`src/rtl/wdog_pkg.sv`:
```
// Package: shared types for the watchdog.
// Assumes: nothing beyond IEEE 1800-2017.
package wdog_pkg;
    // Outcome of an expiry, registered by the top module
    typedef enum logic [1:0] {
        EXP_NONE  = 2'd0,
        EXP_RESET = 2'd1,
        EXP_WAKE  = 2'd2
    } wdog_exp_e;
endpackage

```
`src/rtl/wdog_ctrl_reg.sv`:
```
// Module: wdog_ctrl_reg
// One-byte control register. Only bit 0 (software enable) is stored.
// The other bits read as zero and drop written data.
// Assumes: DW >= 2, single address, write takes effect at the next edge.
module wdog_ctrl_reg #(
    parameter int DW = 8
) (
    input  logic          clk,
    input  logic          rst_n,
    input  logic          wr_i,
    input  logic [DW-1:0] wdata_i,
    output logic [DW-1:0] rdata_o,
    output logic          sw_en_o
);
    logic sw_en_q;
    logic wdata_unused_bits;

    // Holds the software enable bit, cleared by reset
    always_ff @(posedge clk) begin
        if (!rst_n)    sw_en_q <= 1'b0;
        else if (wr_i) sw_en_q <= wdata_i[0];
    end

    // Builds read data with the upper bits tied low
    always_comb begin
        rdata_o    = '0;
        rdata_o[0] = sw_en_q;
    end

    assign wdata_unused_bits = ^wdata_i[DW-1:1];
    assign sw_en_o           = sw_en_q;
endmodule

```
`src/rtl/wdog_prescaler.sv`:
```
// Module: wdog_prescaler
// Free-wrapping W-bit tick counter. wrap_o marks the step that rolls it over.
// Assumes: clear_i wins over step_i.
module wdog_prescaler #(
    parameter int W = 8
) (
    input  logic clk,
    input  logic rst_n,
    input  logic clear_i,
    input  logic step_i,
    output logic wrap_o
);
    logic [W-1:0] cnt_q;

    // Counts steps, zeroed on clear
    always_ff @(posedge clk) begin
        if (!rst_n || clear_i) cnt_q <= '0;
        else if (step_i)       cnt_q <= cnt_q + 1'b1;
    end

    assign wrap_o = step_i && (cnt_q == '1);
endmodule

```
`src/rtl/wdog_postscaler.sv`:
```
// Module: wdog_postscaler
// Counts prescaler wraps. last_o marks the wrap that finishes 2^sel wraps.
// Assumes: sel_i held steady between clears; clear_i wins over step_i.
module wdog_postscaler #(
    parameter int SEL_W = 3,
    localparam int POST_W = (1 << SEL_W) - 1
) (
    input  logic             clk,
    input  logic             rst_n,
    input  logic             clear_i,
    input  logic             step_i,
    input  logic [SEL_W-1:0] sel_i,
    output logic             last_o
);
    logic [POST_W-1:0] cnt_q;
    logic [POST_W-1:0] term;

    // Terminal count (2^sel - 1) built bit by bit
    for (genvar g = 0; g < POST_W; g++) begin : g_term
        assign term[g] = (int'(sel_i) > g);
    end

    // Counts prescaler wraps, zeroed on clear
    always_ff @(posedge clk) begin
        if (!rst_n || clear_i) cnt_q <= '0;
        else if (step_i)       cnt_q <= cnt_q + 1'b1;
    end

    assign last_o = step_i && (cnt_q >= term);
endmodule

```
`src/rtl/wdog_core.sv`:
```
// Module: wdog_core (top)
// Watchdog with sleep wake-up. Runs from clk, which keeps running during
// sleep, and advances on tick_i. On expiry it raises a one-cycle reset
// request when the core is awake, or a wake request when it is asleep.
// Assumes: strobes are single-cycle and synchronous to clk.
module wdog_core
    import wdog_pkg::*;
#(
    parameter int PRE_W = 8,
    parameter int SEL_W = 3,
    parameter int DW    = 8
) (
    input  logic             clk,
    input  logic             rst_n,
    input  logic             tick_i,
    input  logic             cfg_always_on_i,
    input  logic [SEL_W-1:0] cfg_ratio_sel_i,
    input  logic             ctl_wr_i,
    input  logic [DW-1:0]    ctl_wdata_i,
    output logic [DW-1:0]    ctl_rdata_o,
    input  logic             clr_wdog_i,
    input  logic             enter_sleep_i,
    input  logic             asleep_i,
    output logic             core_reset_req_o,
    output logic             wake_req_o,
    output logic             no_timeout_o
);
    logic      sw_en;
    logic      run;
    logic      restart;
    logic      pre_wrap;
    logic      post_last;
    logic      expire;
    logic      zero_cnt;
    wdog_exp_e exp_q;
    logic      flag_q;

    wdog_ctrl_reg #(.DW(DW)) u_reg (
        .clk     (clk),
        .rst_n   (rst_n),
        .wr_i    (ctl_wr_i),
        .wdata_i (ctl_wdata_i),
        .rdata_o (ctl_rdata_o),
        .sw_en_o (sw_en)
    );

    assign run      = cfg_always_on_i || sw_en;
    assign restart  = clr_wdog_i || enter_sleep_i;
    assign expire   = post_last && !restart;
    assign zero_cnt = restart || !run || expire;

    wdog_prescaler #(.W(PRE_W)) u_pre (
        .clk     (clk),
        .rst_n   (rst_n),
        .clear_i (zero_cnt),
        .step_i  (run && tick_i),
        .wrap_o  (pre_wrap)
    );

    wdog_postscaler #(.SEL_W(SEL_W)) u_post (
        .clk     (clk),
        .rst_n   (rst_n),
        .clear_i (zero_cnt),
        .step_i  (pre_wrap),
        .sel_i   (cfg_ratio_sel_i),
        .last_o  (post_last)
    );

    // Registers the outcome of an expiry as a single-cycle request
    always_ff @(posedge clk) begin
        if (!rst_n)      exp_q <= EXP_NONE;
        else if (expire) exp_q <= asleep_i ? EXP_WAKE : EXP_RESET;
        else             exp_q <= EXP_NONE;
    end

    // Status flag: set by reset or a restart strobe, cleared by expiry
    always_ff @(posedge clk) begin
        if (!rst_n || restart) flag_q <= 1'b1;
        else if (expire)       flag_q <= 1'b0;
    end

    assign core_reset_req_o = (exp_q == EXP_RESET);
    assign wake_req_o       = (exp_q == EXP_WAKE);
    assign no_timeout_o     = flag_q;
endmodule

```
`config.mk`:
```
export PLATFORM = sky130hd
export DESIGN_NAME = wdog_core
export DESIGN_NICKNAME = d
export VERILOG_FILES = /design/src/rtl/wdog_pkg.sv /design/src/rtl/wdog_ctrl_reg.sv /design/src/rtl/wdog_prescaler.sv /design/src/rtl/wdog_postscaler.sv /design/src/rtl/wdog_core.sv
export SDC_FILE = /design/constraint.sdc
export NUM_CORES = 1
export LEC_CHECK = 0
export BUFFER_PORTS_ARGS = -buffer_cell sky130_fd_sc_hd__buf_2
export CAP_MARGIN = 10
export CORE_MARGIN = 2
export CORE_UTILIZATION = 55
export DETAILED_ROUTE_END_ITERATION = 8
export PLACE_DENSITY = 0.83
export SLEW_MARGIN = 30
export SYNTH_ARGS = -nofsm -noshare
export SYNTH_HDL_FRONTEND = slang
export SYNTH_SLANG_ARGS = --single-unit
```
`constraint.sdc`:
```
create_clock -name clk -period 4.21 [get_ports clk]
set_clock_uncertainty 0.2 [all_clocks]
set_input_delay 0.2105 -clock clk [delete_from_list [all_inputs] [get_ports clk]]
set_output_delay 0.2105 -clock clk [all_outputs]
set_load 0.02 [all_outputs]
```
### After elaboration in Yosys (flattened, before gate mapping)

Index checks and enable logic that the tools add are counted.

* mux-type cells: 1
* $lt $le $gt $ge: 8
* eq/ne operators: 3
* reductions and logical operators: 14
* add/subtract/negate cells: 2

Operators by type and width (count)
* 3-bit > comparator (second input constant): 3
* 8-bit by 1-bit adder with 8-bit output (second input constant): 1
* 8-bit equality test (second input constant): 1
* 7-bit by 1-bit adder with 7-bit output (second input constant): 1
* 7-bit greater-or-equal comparator: 1
* 3-bit by 1-bit > comparator with 1-bit output (second input constant): 2
* 3-bit by 2-bit > comparator with 1-bit output (second input constant): 2
* 1-bit logical OR: 6
* 1-bit logical AND: 4
* 1-bit zero test: 3
* 2-bit by 1-bit equality test with 1-bit output (second input constant): 1
* 2-bit equality test (second input constant): 1
* 2-bit 2-to-1 mux: 1
* 2-bit AND reduction: 1

* word-level logic and storage cells: 33
* register bits: 19

### Longest topological paths before layout

Gate-level depths: netlist (run 1).

* depth after elaboration: 7
* mapped depth: 8

### By module

Synthesis (run 1) repeated with hierarchy kept, for this count alone.

* cells, all modules: 120
* area total of the unflattened synthesis: 1071.0 sq um

By module, submodules not included
* wdog_postscaler: times used 1, seq. area each 140.1 sq um, area each 484.2 sq um, cells each 55
* wdog_prescaler: times used 1, seq. area each 160.2 sq um, area each 360.3 sq um, cells each 40
* wdog_core: times used 1, seq. area each 60.1 sq um, area each 126.4 sq um, cells each 13
* wdog_ctrl_reg: times used 1, seq. area each 20.0 sq um, area each 100.1 sq um, cells each 12

### Worst setup path before layout (run 1)

OpenSTA, ideal clock, no wires.

* path type: input to register
* start point: in cfg_ratio_sel_i[1]
* end point: reg u_pre.cnt_q[0]
* path buffers: 0
* stages on the path: 7
* arrival: 1.674 ns
* required time: 3.881 ns
* path slack: 2.207 ns
* setup time: 0.129 ns
* cells stage by stage: or3_1 ha_1 nor2b_1 o21ai_0 a31oi_4 o21bai_1 nor2_1

* cells in the longest elaborated chain, start to end: 6
* elaborated cells on any way between the ends: 12
* those cells by class: 8 x order compare; 4 x reduce/logical

RTL lines
* start: declaration: line wdog_core.sv:17 `input logic [SEL_W-1:0] cfg_ratio_sel_i,`
* 3-bit by 1-bit > comparator with 1-bit output (tied with other cells): line wdog_postscaler.sv:20 `assign term[g] = (int'(sel_i) > g);`
* 7-bit greater-or-equal comparator (*): line wdog_postscaler.sv:29 `assign last_o = step_i && (cnt_q >= term);`
* 1-bit logical AND (*): line wdog_postscaler.sv:29
* 1-bit logical AND (*): line wdog_core.sv:49 `assign expire = post_last && !restart;`
* 1-bit logical OR (*): line wdog_core.sv:50 `assign zero_cnt = restart || !run || expire;`
* 1-bit logical OR (*): line wdog_prescaler.sv:17 `if (!rst_n || clear_i) cnt_q <= '0;`
* end signal: assignment: line wdog_prescaler.sv:18 `else if (step_i) cnt_q <= cnt_q + 1'b1;`
* end: declaration: line wdog_prescaler.sv:13 `logic [W-1:0] cnt_q;`

Every way passes the cells marked *; elsewhere a longest branch is shown, timed or not.
A chain may end at the register's enable or synchronous reset.

### Final worst setup path (run 1)

* start point: reg u_post.cnt_q[4]
* end point: reg u_pre.cnt_q[5]

* cells in the longest elaborated chain, start to end: 5

RTL lines
* start: declaration: line wdog_postscaler.sv:15 `logic [POST_W-1:0] cnt_q;`
* start signal: assignment: line wdog_postscaler.sv:26 `else if (step_i) cnt_q <= cnt_q + 1'b1;`
* 7-bit greater-or-equal comparator: line wdog_postscaler.sv:29
* 1-bit logical AND: line wdog_postscaler.sv:29
* 1-bit logical AND: line wdog_core.sv:49
* 1-bit logical OR: line wdog_core.sv:50
* 1-bit logical OR: line wdog_prescaler.sv:17

No other way between the ends.

==> results.md, run 1 <==
- Fin nets: 181
- RSZ-0062 raised after global routing: false
- WS Path Type: flip-flop to flip-flop
- Post-DP HPWL: 1510 um
- Slew Viols, Final: 0
- Drt first-iter violations: 9
- Min-delay worst type: input pin to flip-flop
- Peak Freq: 436 MHz
- CP arrival: 2.33 ns
- Die height: 48.8 um
- Seq/Total Area, Yosys: 34.4%
- Status: completed
- Vias/cell: 5.28
- CTS tree: yes
- Slew margin rel.: 49.0%
- Total wire length: 2030 um
- Vias in the first global route: 932
- Hold Vio Cnt, Final: 0
- First-pass GRT wire length: 3570 um
- Pin count of the biggest net entering global routing: 16
- H-tree Lvls: 1
- Clk_lat worst skew: 0.30 ns
- Peak supply drop: 0.243 mV
- Critical path required time: 4.25 ns
- Worst setup SP type: flip-flop
- Worst slew pin tran: 0.761 ns
- Synth top area share: 34.4%
- Avg Inst Size Synth: 8.38 um2
- Leak: 0.494 nW
- Routed Antenna Nets: 0
- PostCTS Resize Cnt: 0
- Post-route worst setup slack: 1.91 ns
- Clock Pin Slew Worst Setup and Hold Paths: 0.10 ns
- Share of cells above drive strength 1: 13.8%
- Register bit count reported by yosys: 19
- Post-Place Cells: 170
- Number of fill cells: 182
- Crit-path max FO: 15
- Setup_tns: 0 ns
- Post-route insts no fill: 179
- Total GRT Usage: 18.9%
- I/O pin count: 30
- Area grow syn2layout: 12.0%
- Top cell type by total area after synthesis: dfxtp_1
- Worst Setup End Kind: flip-flop
- Port bufs: 15
- Post-CTS setup buffers: 0
- Max Buffers Root-to-Sink: 2
- DRC: 0
- Max_cap viols: 0
- Setup Viol. Count Final: 0
- Antenna Cells: 0
- GRT Residual Overflow: 0
- Initial DRT Pass Iterations: 4
- Post-Synthesis Cells: 132
- Core Region: 1920 um2
- Clock sink count: 19
- Die area: 2390 um2
- Fin crit period: 2.30 ns
- Effective utilization at floorplan: 57.6%
- Die W: 48.8 um
- Pwr per Cell Area: 245 nW/um2
- Place WS: 1.81 ns
- Initial antenna violation count: 0
- Synth cell types: 33
- Mapped Area: 1110 um2
- Routed len/inst: 11.3 um
- RD Place Congestion: 0.766
- Std cell rows: 16
- Vias post-DR: 946
- Final period utilization: 54.5%
- Yosys Warn Count: 0
- Cts bufs inserted: 3
- Synth area leaders: dfxtp_1, ha_1, nand2_1
- Root Buffer Master: clkbuf_4
- CTS Hold Bufs: 5
## metal layers
metal  GRT usage (%)  vias to the layer above  routed length [um]
li1                -                      487                   -
met1            20.2                      440                 890
met2            34.5                       17                1040
met3            6.13                        2                  87
met4            6.67                        0                  17
met5               0                        -                   0
## final timing paths
kind | start | endpoint | slack (ns) | cells past startpoint
worst max register to register | u_post.cnt_q[4] | u_pre.cnt_q[5] | 1.91 | 6
worst min register to register | no_timeout_o | no_timeout_o | 0.28 | 2
worst max-delay path | u_post.cnt_q[4] | u_pre.cnt_q[5] | 1.91 | 6
worst min-delay path | clr_wdog_i | exp_q[0] | 0.02 | 3
## placed cells by master (no fill, tap or decap), drive strengths merged, types with 4 or more instances in the layout
cell type and instances:
conb 7, nand3 12, nor2 12, o21ai 5, xor2 4, a31oi 5
buf 15, nand2 18, a21oi 5, nor2b 5, dlygate4sd3 5, clkbuf 4
dfxtp 19, ha 9
## synth_stat cells, drive strengths merged
cell,n
a21o,1
a21oi,5
a221o,1
a31oi,5
and3,2
and4,1
and4b,1
buf,9
clkbuf,1
conb,1
dfxtp,19
ha,9
inv,2
mux2i,2
nand2,18
nand3,12
nand4,2
nor2,12
nor2b,5
nor3,3
nor3b,2
nor4b,1
o2111a,1
o21a,1
o21ai,5
o21bai,1
or2,2
or3,1
xnor2,3
xor2,4
## logic make-up after synthesis
| family | count (synthesis) | synth area share (%) |
|---|---|---|
| other | 1 | 0.339 |
| xor gates and xnor gates | 7 | 5.54 |
| muxes | 2 | 1.81 |
| and+or+nand+nor | 62 | 27.6 |
| AOI/OAI and AO/OA | 20 | 12.7 |
| buffers and inverters | 12 | 7.47 |
| DFF | 19 | 34.4 |
| adders and majority gates | 9 | 10.2 |
## critical path, stage by stage (launching register included)
cell,delay (ns)
dfxtp_1,0.45
ha_1,0.26
and3_1,0.20
a221o_1,0.34
a31oi_4,0.38
o21bai_1,0.24
nor2_1,0.16
## flip-flops by register name, indices dropped and copies added, names as in the netlist
signal / cells
u_pre.cnt_q: 8
u_post.cnt_q: 7
exp_q: 2
u_reg.sw_en_o: 1
no_timeout_o: 1
## report_power, final
part	switching (mW)	internal, mW
Combinational	0.0173	0.0125
Sequential	0.000816	0.180
Clock	0.0554	0.0369
Total	0.0735	0.230
## final cells by class
cell class	instances	area, um2	area share, %
clock buffers	4	26.3	2.12
multi-input cells	107	666	53.7
flip-flops and latches	19	380	30.7
well taps	27	33.8	2.73
repair buffers	20	125	10.1
inverters	2	7.51	0.606
## per-stage QoR
step / instance area (um2) / hold WS (ns) / total power, mW / utilization, %
2_1_floorplan: 1130 / 0.0872 / 0.208 / -
3_3_place_gp: 1160 / 0.187 / 0.210 / 60.5
3_5_place_dp: 1160 / 0.192 / 0.212 / 60.5
4_1_cts: 1240 / 0.0185 / 0.306 / 64.5
5_1_grt: 1240 / 0.0313 / 0.316 / 64.5
6_report: 1240 / 0.0163 / 0.303 / 64.5
(Power assumes the default switching activity.)
==> run 2: changes to the inputs <==
--- a/config.mk
+++ b/config.mk
@@ -8,9 +8,9 @@
 export BUFFER_PORTS_ARGS = -buffer_cell sky130_fd_sc_hd__buf_2
 export CAP_MARGIN = 10
 export CORE_MARGIN = 2
-export CORE_UTILIZATION = 55
+export CORE_UTILIZATION = 46
 export DETAILED_ROUTE_END_ITERATION = 8
-export PLACE_DENSITY = 0.83
+export PLACE_DENSITY = 0.74
 export SLEW_MARGIN = 30
 export SYNTH_ARGS = -nofsm -noshare
 export SYNTH_HDL_FRONTEND = slang
==> constraint.sdc (replaced) <==
create_clock -name clk -period 2.1 [get_ports clk]
set_clock_uncertainty 0.2 [all_clocks]
set_input_delay 0.105 -clock clk [delete_from_list [all_inputs] [get_ports clk]]
set_output_delay 0.105 -clock clk [all_outputs]
set_load 0.02 [all_outputs]
==> run 2 against run 1 <==
Net effect:
- fmax rose by 13%
- design area up 14%
- final cell count increased by 8.4%
- non-clock buffer count is 14 higher
- critical path type unchanged
- die area grew 18%
- clock-buffer cell count did not move
- register-to-register slack worse by 1.8 ns
- clock power grew 100%
- sequential power up 100%
- sequential share of layout area decreased by 3.4 points
- via count is 5.8% higher
==> results.md, run 2 (synthesized netlist as in run 1, its figures left out) <==
- Routed len/inst: 12.2 um (was 11.3 um)
- RD Place Congestion: 0.740 (was 0.766)
- GRT Residual Overflow: 0 (unchanged)
- Cts bufs inserted: 3 (unchanged)
- Met2 wire length: 1220 um (was 1040 um)
- Post-route worst setup slack: 0.0703 ns (was 1.91 ns)
- Root Buffer Master: clkbuf_4 (unchanged)
- Pin count of the biggest net entering global routing: 11 (was 16)
- Max_cap viols: 0 (unchanged)
- Worst Reg-to-Reg Cells: 7 (was 6)
- Clock power frac: 30.1% (was 30.4%)
- Total wire length: 2370 um (was 2030 um)
- H-tree Lvls: 1 (unchanged)
- Sw Share: 24.8% (was 24.2%)
- Clock Pin Slew Worst Setup and Hold Paths: 0.12 ns (was 0.10 ns)
- Effective utilization at floorplan: 49.5% (was 57.6%)
- DRC: 0 (unchanged)
- Max reg flops: 8 (unchanged)
- Share of cells above drive strength 1: 27.1% (was 13.8%)
- First-pass GRT wire length: 3590 um (was 3570 um)
- Fin crit period: 2.03 ns (was 2.30 ns)
- RSZ-0062 raised after global routing: true (was false)
- Die W: 53.0 um (was 48.8 um)
- Regs by FF count: u_pre.cnt_q: 8 flops, u_post.cnt_q: 7 flops, exp_q: 2 flops (unchanged)
- Most common cell after layout, fill and taps aside: nand2_1 (was dfxtp_1)
- Top sig layer: met3 (was met4)
- Commonest non-fill, non-tap cells in the layout: nand2_1, dfxtp_1, buf_2 (was dfxtp_1, nand2_1, buf_2)
- Placed inst area: 1260 um2 (was 1160 um2)
- Post-route insts no fill: 194 (was 179)
- CTS tree: yes (unchanged)
- Leak: 0.566 nW (was 0.494 nW)
- Antenna Cells: 0 (unchanged)
- CP delay by family, top: compound AO/OA/AOI/OAI gates (unchanged)
- Clock sink count: 19 (unchanged)
- Min-delay worst type: input pin to flip-flop (unchanged)
- WHS Path Cells: 4 (was 3)
- Met1 Wirelength: 1020 um (was 890 um)
- Status: completed (unchanged)
- Worst Setup End Kind: flip-flop (unchanged)
- Drt first-iter violations: 25 (was 9)
- Metal3 WL: 131 um (was 87 um)
- I/O pin count: 30 (unchanged)
- Hold path startpoint: cfg_always_on_i (was clr_wdog_i)
- Worst setup startpoint: u_post.cnt_q[5] (was u_post.cnt_q[4])
- Hold Vio Cnt, Final: 0 (unchanged)
- Core Region: 2230 um2 (was 1920 um2)
- R2R setup slack: 0.07 ns (was 1.91 ns)
- Slew Viols, Final: 0 (unchanged)
- Hold EP: u_pre.cnt_q[2] (was exp_q[0])
- Internal power: 0.470 mW (was 0.230 mW)
- Post-Place Cells: 184 (was 170)
- Die area: 2810 um2 (was 2390 um2)
- Reg2Reg Capture Point: u_post.cnt_q[6] (was u_pre.cnt_q[5])
- Peak Freq: 493 MHz (was 436 MHz)
- Setup Viol. Count Final: 0 (unchanged)
- WS Path Type: flip-flop to flip-flop (unchanged)
- Die height: 53.0 um (was 48.8 um)
- Worst setup SP type: flip-flop (unchanged)
- Port bufs: 15 (unchanged)
- Vias post-DR: 1001 (was 946)
- Initial DRT Pass Iterations: 4 (unchanged)
- Vias in the first global route: 882 (was 932)
- CP arrival: 2.06 ns (was 2.33 ns)
- Vias/cell: 5.16 (was 5.28)
- Worst path max stage delay: 0.36 ns (was 0.45 ns)
- Post-DP HPWL: 1630 um (was 1510 um)
- Net Sw Power: 0.154 mW (was 0.0735 mW)
- Worst r2r src: u_post.cnt_q[5] (was u_post.cnt_q[4])
- Routed Antenna Nets: 0 (unchanged)
- Fin nets: 195 (was 181)
- Pwr per Cell Area: 443 nW/um2 (was 245 nW/um2)
- Slowest CP cell: dfxtp_2 (was dfxtp_1)
- Worst Path Buf+Inv: 1 (was 0)
- Combinational Power Share: 11.7% (was 9.8%)
- Crit-path max FO: 6 (was 15)
- Critical path required time: 2.13 ns (was 4.25 ns)
- Sequential Power Share: 58.2% (was 59.7%)
- Std cell rows: 17 (was 16)
- Max Buffers Root-to-Sink: 2 (unchanged)
- Fin area: 1410 um2 (was 1240 um2)
- Final period utilization: 96.7% (was 54.5%)
- Initial antenna violation count: 0 (unchanged)
- Peak supply drop: 0.562 mV (was 0.243 mV)
- Area grow syn2layout: 27.5% (was 12.0%)
- Biggest register: u_pre.cnt_q (unchanged)
- Worst path cell trace: ha_4 > a21o_1 > a221o_1 > a31oi_4 > buf_6 > nand3_1 > a31oi_1 (was ha_1 > and3_1 > a221o_1 > a31oi_4 > o21bai_1 > nor2_1)
- Place WS: -0.0237 ns (was 1.81 ns)
- Total GRT Usage: 17.3% (was 18.9%)
- Clk_lat worst skew: 0.30 ns (about the same)
-- run 2: changes by cell type in the layout (fill, tap and decap cells not counted), sizes merged --
cell  change
buf      +14
-- run 2: power by group through the flow --
| stage | Clock, mW | Sequential, mW | Combinational (mW) |
|---|---|---|---|
| finish | 0.188 | 0.363 | 0.0733 |
| global route | 0.211 | 0.363 | 0.0808 |
| CTS | 0.192 | 0.363 | 0.0671 |
| detailed placement | 0 | 0.371 | 0.0599 |
| global placement | 0 | 0.371 | 0.0575 |
| floorplan | 0 | 0.371 | 0.0458 |
-- run 2: cell type report --
class / instances / area (um2)
repair buffers: 34 / 238
flip-flops and latches: 19 / 385
fillers: 190 / 823
clock buffers: 4 / 26.3
well taps: 28 / 35.0
inverters: 2 / 7.51
multi-input cells: 107 / 718
-- run 2: metrics by stage --
stage | hold WS, ns | total power [mW] | TNS [ns] | utilization [%]
floorplan | -0.0183 | 0.417 | 0 | -
global placement | 0.0831 | 0.429 | -0.0363 | 56.5
detailed placement | 0.0917 | 0.431 | -0.0721 | 56.5
CTS | 0.0646 | 0.622 | -0.00947 | 60.1
global route | 0.0748 | 0.655 | -0.0226 | 63.1
finish | 0.0682 | 0.624 | 0 | 63.1
-- run 2: worst max path at each step --
stage | end | slack [ns] | cells after the start
2_1_floorplan | u_post.cnt_q[4] | 0.11 | 7
3_3_place_gp | u_pre.cnt_q[5] | -0.01 | 9
3_5_place_dp | u_pre.cnt_q[7] | -0.02 | 9
4_1_cts | u_post.cnt_q[1] | -0.009 | 7
5_1_grt | u_post.cnt_q[6] | -0.02 | 7
6_report | u_post.cnt_q[6] | 0.07 | 7
-- run 2: metal layers --
metal	up-vias	global-route usage (%)
met2	26	29.4
met5	-	0
met4	0	2.56
met3	0	5.93
met1	453	21.5
li1	522	-
-- run 2: worst min-delay path, cell delays in order --
cell	delay, ns
buf_2	0.10
o21ai_1	0.07
buf_4	0.17
nor2_1	0.10
-- run 2: repair_timing --
action	4_1_cts	5_1_grt
endpoints found under the setup margin	1	12
resized for setup	1	11
pin swaps	0	6
setup buffers	0	1
gates cloned	0	0
hold buffers	5	0
endpoints found under the hold margin	4	0
==> run 3: changes to the inputs <==
--- a/config.mk
+++ b/config.mk
@@ -5,10 +5,11 @@
 export SDC_FILE = /design/constraint.sdc
 export NUM_CORES = 1
 export LEC_CHECK = 0
-export BUFFER_PORTS_ARGS = -buffer_cell sky130_fd_sc_hd__buf_2
+export ABC_AREA = 1
+export BUFFER_PORTS_ARGS = -buffer_cell sky130_fd_sc_hd__buf_4
 export CAP_MARGIN = 10
 export CORE_MARGIN = 2
-export CORE_UTILIZATION = 46
+export CORE_UTILIZATION = 47
 export DETAILED_ROUTE_END_ITERATION = 8
 export PLACE_DENSITY = 0.74
 export SLEW_MARGIN = 30
==> run 3 against run 2 <==
Net effect:
- critical path depth rose by 4
- utilization fell by 5.6 points
- combinational power barely moved
- final cell count rose by 25%
- highest routed layer is now met4
- register-to-register slack improved by 0.30 ns
- design area rose by 2.9%
- area after synthesis rose by 14%
- largest power group unchanged
- clock-buffer cell count fell by 1
- first-iteration DRC count rose by 4.0%
- clock power fell by 3%
==> results.md, run 3 <==
- I/O pin count: 30 (unchanged)
- Avg Inst Size Synth: 6.62 um2 (was 8.38 um2)
- Peak supply drop: 0.407 mV (was 0.562 mV)
- Max reg flops: 8 (unchanged)
- Drt first-iter violations: 26 (was 25)
- Mapped Area: 1260 um2 (was 1110 um2)
- Synth top cells by count: nand2_1, inv_1, nor2_1 (was dfxtp_1, nand2_1, nand3_1, nor2_1, ha_1)
- Vias in the first global route: 965 (was 882)
- Die height: 55.9 um (was 53.0 um)
- Fin nets: 242 (was 195)
- Worst setup SP type: flip-flop (unchanged)
- RD Place Congestion: 0.766 (was 0.740)
- PostCTS Resize Cnt: 0 (was 1)
- Max Buffers Root-to-Sink: 2 (unchanged)
- Worst Reg-to-Reg Cells: 11 (was 7)
- Crit-path max FO: 15 (was 6)
- GRT Residual Overflow: 0 (unchanged)
- Post-CTS setup buffers: 0 (unchanged)
- Placed inst area: 1370 um2 (was 1260 um2)
- Worst path cell trace: inv_1 > ha_1 > inv_1 > nand2_1 > nand2_1 > nand2_1 > nand2_1 > nand2_1 > nand2_4 > nand2_4 > nor2_1 (was ha_4 > a21o_1 > a221o_1 > a31oi_4 > buf_6 > nand3_1 > a31oi_1)
- Post-route core utilization: 57.5% (was 63.1%)
- CTS Hold Bufs: 5 (unchanged)
- Final period utilization: 82.4% (was 96.7%)
- Place WS: 0.342 ns (was -0.0237 ns)
- Effective utilization at floorplan: 50.1% (was 49.5%)
- CP arrival: 1.78 ns (was 2.06 ns)
- Die area: 3120 um2 (was 2810 um2)
- Share of cells above drive strength 1: 13.6% (was 27.1%)
- Setup_tns: 0 ns (unchanged)
- Synth top area share: 30.1% (was 34.4%)
- Count leader, synth: nand2_1 (was dfxtp_1)
- Pwr per Cell Area: 427 nW/um2 (was 443 nW/um2)
- Worst Setup End Kind: flip-flop (unchanged)
- Initial DRT Pass Iterations: 4 (unchanged)
- WS Path Type: flip-flop to flip-flop (unchanged)
- Leak: 0.706 nW (was 0.566 nW)
- Root Buffer Master: clkbuf_4 (unchanged)
- Clock sink count: 19 (unchanged)
- Synth area leaders: dfxtp_1, nand2_1, inv_1 (was dfxtp_1, ha_1, nand2_1)
- Total wire length: 2100 um (was 2370 um)
- Total GRT Usage: 15.7% (was 17.3%)
- Area grow syn2layout: 14.7% (was 27.5%)
- Most common cell after layout, fill and taps aside: nand2_1 (unchanged)
- Vias post-DR: 1080 (was 1001)
- CTS tree: yes (unchanged)
- Fin crit period: 1.73 ns (was 2.03 ns)
- First-pass GRT wire length: 4060 um (was 3590 um)
- Post-route insts no fill: 243 (was 194)
- Core Region: 2520 um2 (was 2230 um2)
- H-tree Lvls: 1 (unchanged)
- Ys async rst share: 0% (unchanged)
- Critical path required time: 2.15 ns (was 2.13 ns)
- Post-DP HPWL: 1570 um (was 1630 um)
- Worst path max stage delay: 0.45 ns (was 0.36 ns)
- Most used DFF post-synth: dfxtp_1 (unchanged)
- Routed Antenna Nets: 0 (unchanged)
- Yosys Warn Count: 0 (unchanged)
- WHS Path Cells: 6 (was 4)
- Max_cap viols: 0 (unchanged)
- Post-Place Cells: 234 (was 184)
- Slowest CP cell: dfxtp_1 (was dfxtp_2)
- Post-Synthesis Cells: 191 (was 132)
- Number of fill cells: 265 (was 190)
- RSZ-0062 raised after global routing: false (was true)
- Cts bufs inserted: 3 (unchanged)
- Biggest register: u_pre.cnt_q (unchanged)
- Commonest non-fill, non-tap cells in the layout: nand2_1, inv_1, nor2_1 (was nand2_1, dfxtp_1, buf_2)
- Slew Viols, Final: 0 (unchanged)
- DRC: 0 (unchanged)
- CP dominant cell by count: nand2_1
- Port bufs: 15 (unchanged)
- Pin count of the biggest net entering global routing: 16 (was 11)
- Fin area: 1450 um2 (was 1410 um2)
- Top cell type by total area after synthesis: dfxtp_1 (unchanged)
- Post-route worst setup slack: 0.369 ns (was 0.0703 ns)
- Total Power: 0.619 mW (was 0.624 mW)
- Routed len/inst: 8.65 um (was 12.2 um)
- Clock Pin Slew Worst Setup and Hold Paths: 0.11 ns (was 0.12 ns)
- Post-synth EDFFs: 0 (unchanged)
- Synth cell types: 21 (was 33)
- Status: completed (unchanged)
- Min-delay worst type: input pin to flip-flop (unchanged)
- Peak Freq: 578 MHz (was 493 MHz)
- Clk_lat worst skew: 0.30 ns (about the same)
- Regs by FF count: u_pre.cnt_q: 8 flops, u_post.cnt_q: 7 flops, exp_q: 2 flops (unchanged)
- Hold Vio Cnt, Final: 0 (unchanged)
- Seq/Total Area, Yosys: 30.1% (was 34.4%)
- Std cell rows: 18 (was 17)
- Antenna Cells: 0 (unchanged)
- Die W: 55.9 um (was 53.0 um)
- Vias/cell: 4.44 (was 5.16)
- Min Hold Slack: 0.0247 ns (was 0.0682 ns)
- Register bit count reported by yosys: 19 (unchanged)
- Setup Viol. Count Final: 0 (unchanged)
- Initial antenna violation count: 0 (unchanged)
run 3: final cells by class:
cell class                 count  area, um2  share of cell area [%]
sequential                    19        380                    26.2
clock buffer                   3       22.5                    1.55
tap                           30       37.5                    2.59
multi-input combinational    136        707                    48.7
inverter                      33        129                    8.88
clock inverter                 1       5.00                   0.345
timing repair buffer          21        170                    11.7
run 3: kinds of logic (layout without fill, tap and decap cells):
group / after synthesis / in the layout / synth area share (%)
buffers and inverters: 42 / 58 / 15.8
DFF: 19 / 19 / 30.1
and+or+nand+nor: 103 / 103 / 35.6
AOI/OAI and AO/OA: 9 / 9 / 3.76
other: 1 / 7 / 0.296
xor gates and xnor gates: 8 / 8 / 5.54
adders and majority gates: 9 / 9 / 8.90
run 3: report_power, final:
| group | switching [mW] | internal, mW | leakage [nW] |
|---|---|---|---|
| Sequential | 0.00166 | 0.362 | 0.153 |
| Clock | 0.112 | 0.0710 | 0.0177 |
| Combinational | 0.0407 | 0.0325 | 0.535 |
run 3: worst max-delay path, delay by kind of cell (launching register included):
| kind | cells | cell delay, ns |
|---|---|---|
| and+or+nand+nor | 8 | 0.63 |
| DFF | 1 | 0.45 |
| adders and majority gates | 1 | 0.29 |
| buffers and inverters | 2 | 0.12 |
run 3: final timing paths:
check | from | endpoint | slack (ns)
max | u_post.cnt_q[0] | u_post.cnt_q[6] | 0.37
min | clr_wdog_i | exp_q[1] | 0.02
max reg2reg | u_post.cnt_q[0] | u_post.cnt_q[6] | 0.37
min reg2reg | u_pre.cnt_q[5] | u_pre.cnt_q[5] | 0.34
run 3: routing by layer:
metal / up-vias / track usage [%] / share of wire (%)
li1: 607 / - / -
met1: 457 / 21.7 / 49
met2: 11 / 24.8 / 46
met3: 5 / 2.09 / 2.5
met4: 0 / 6.12 / 1.9
met5: - / 0 / 0
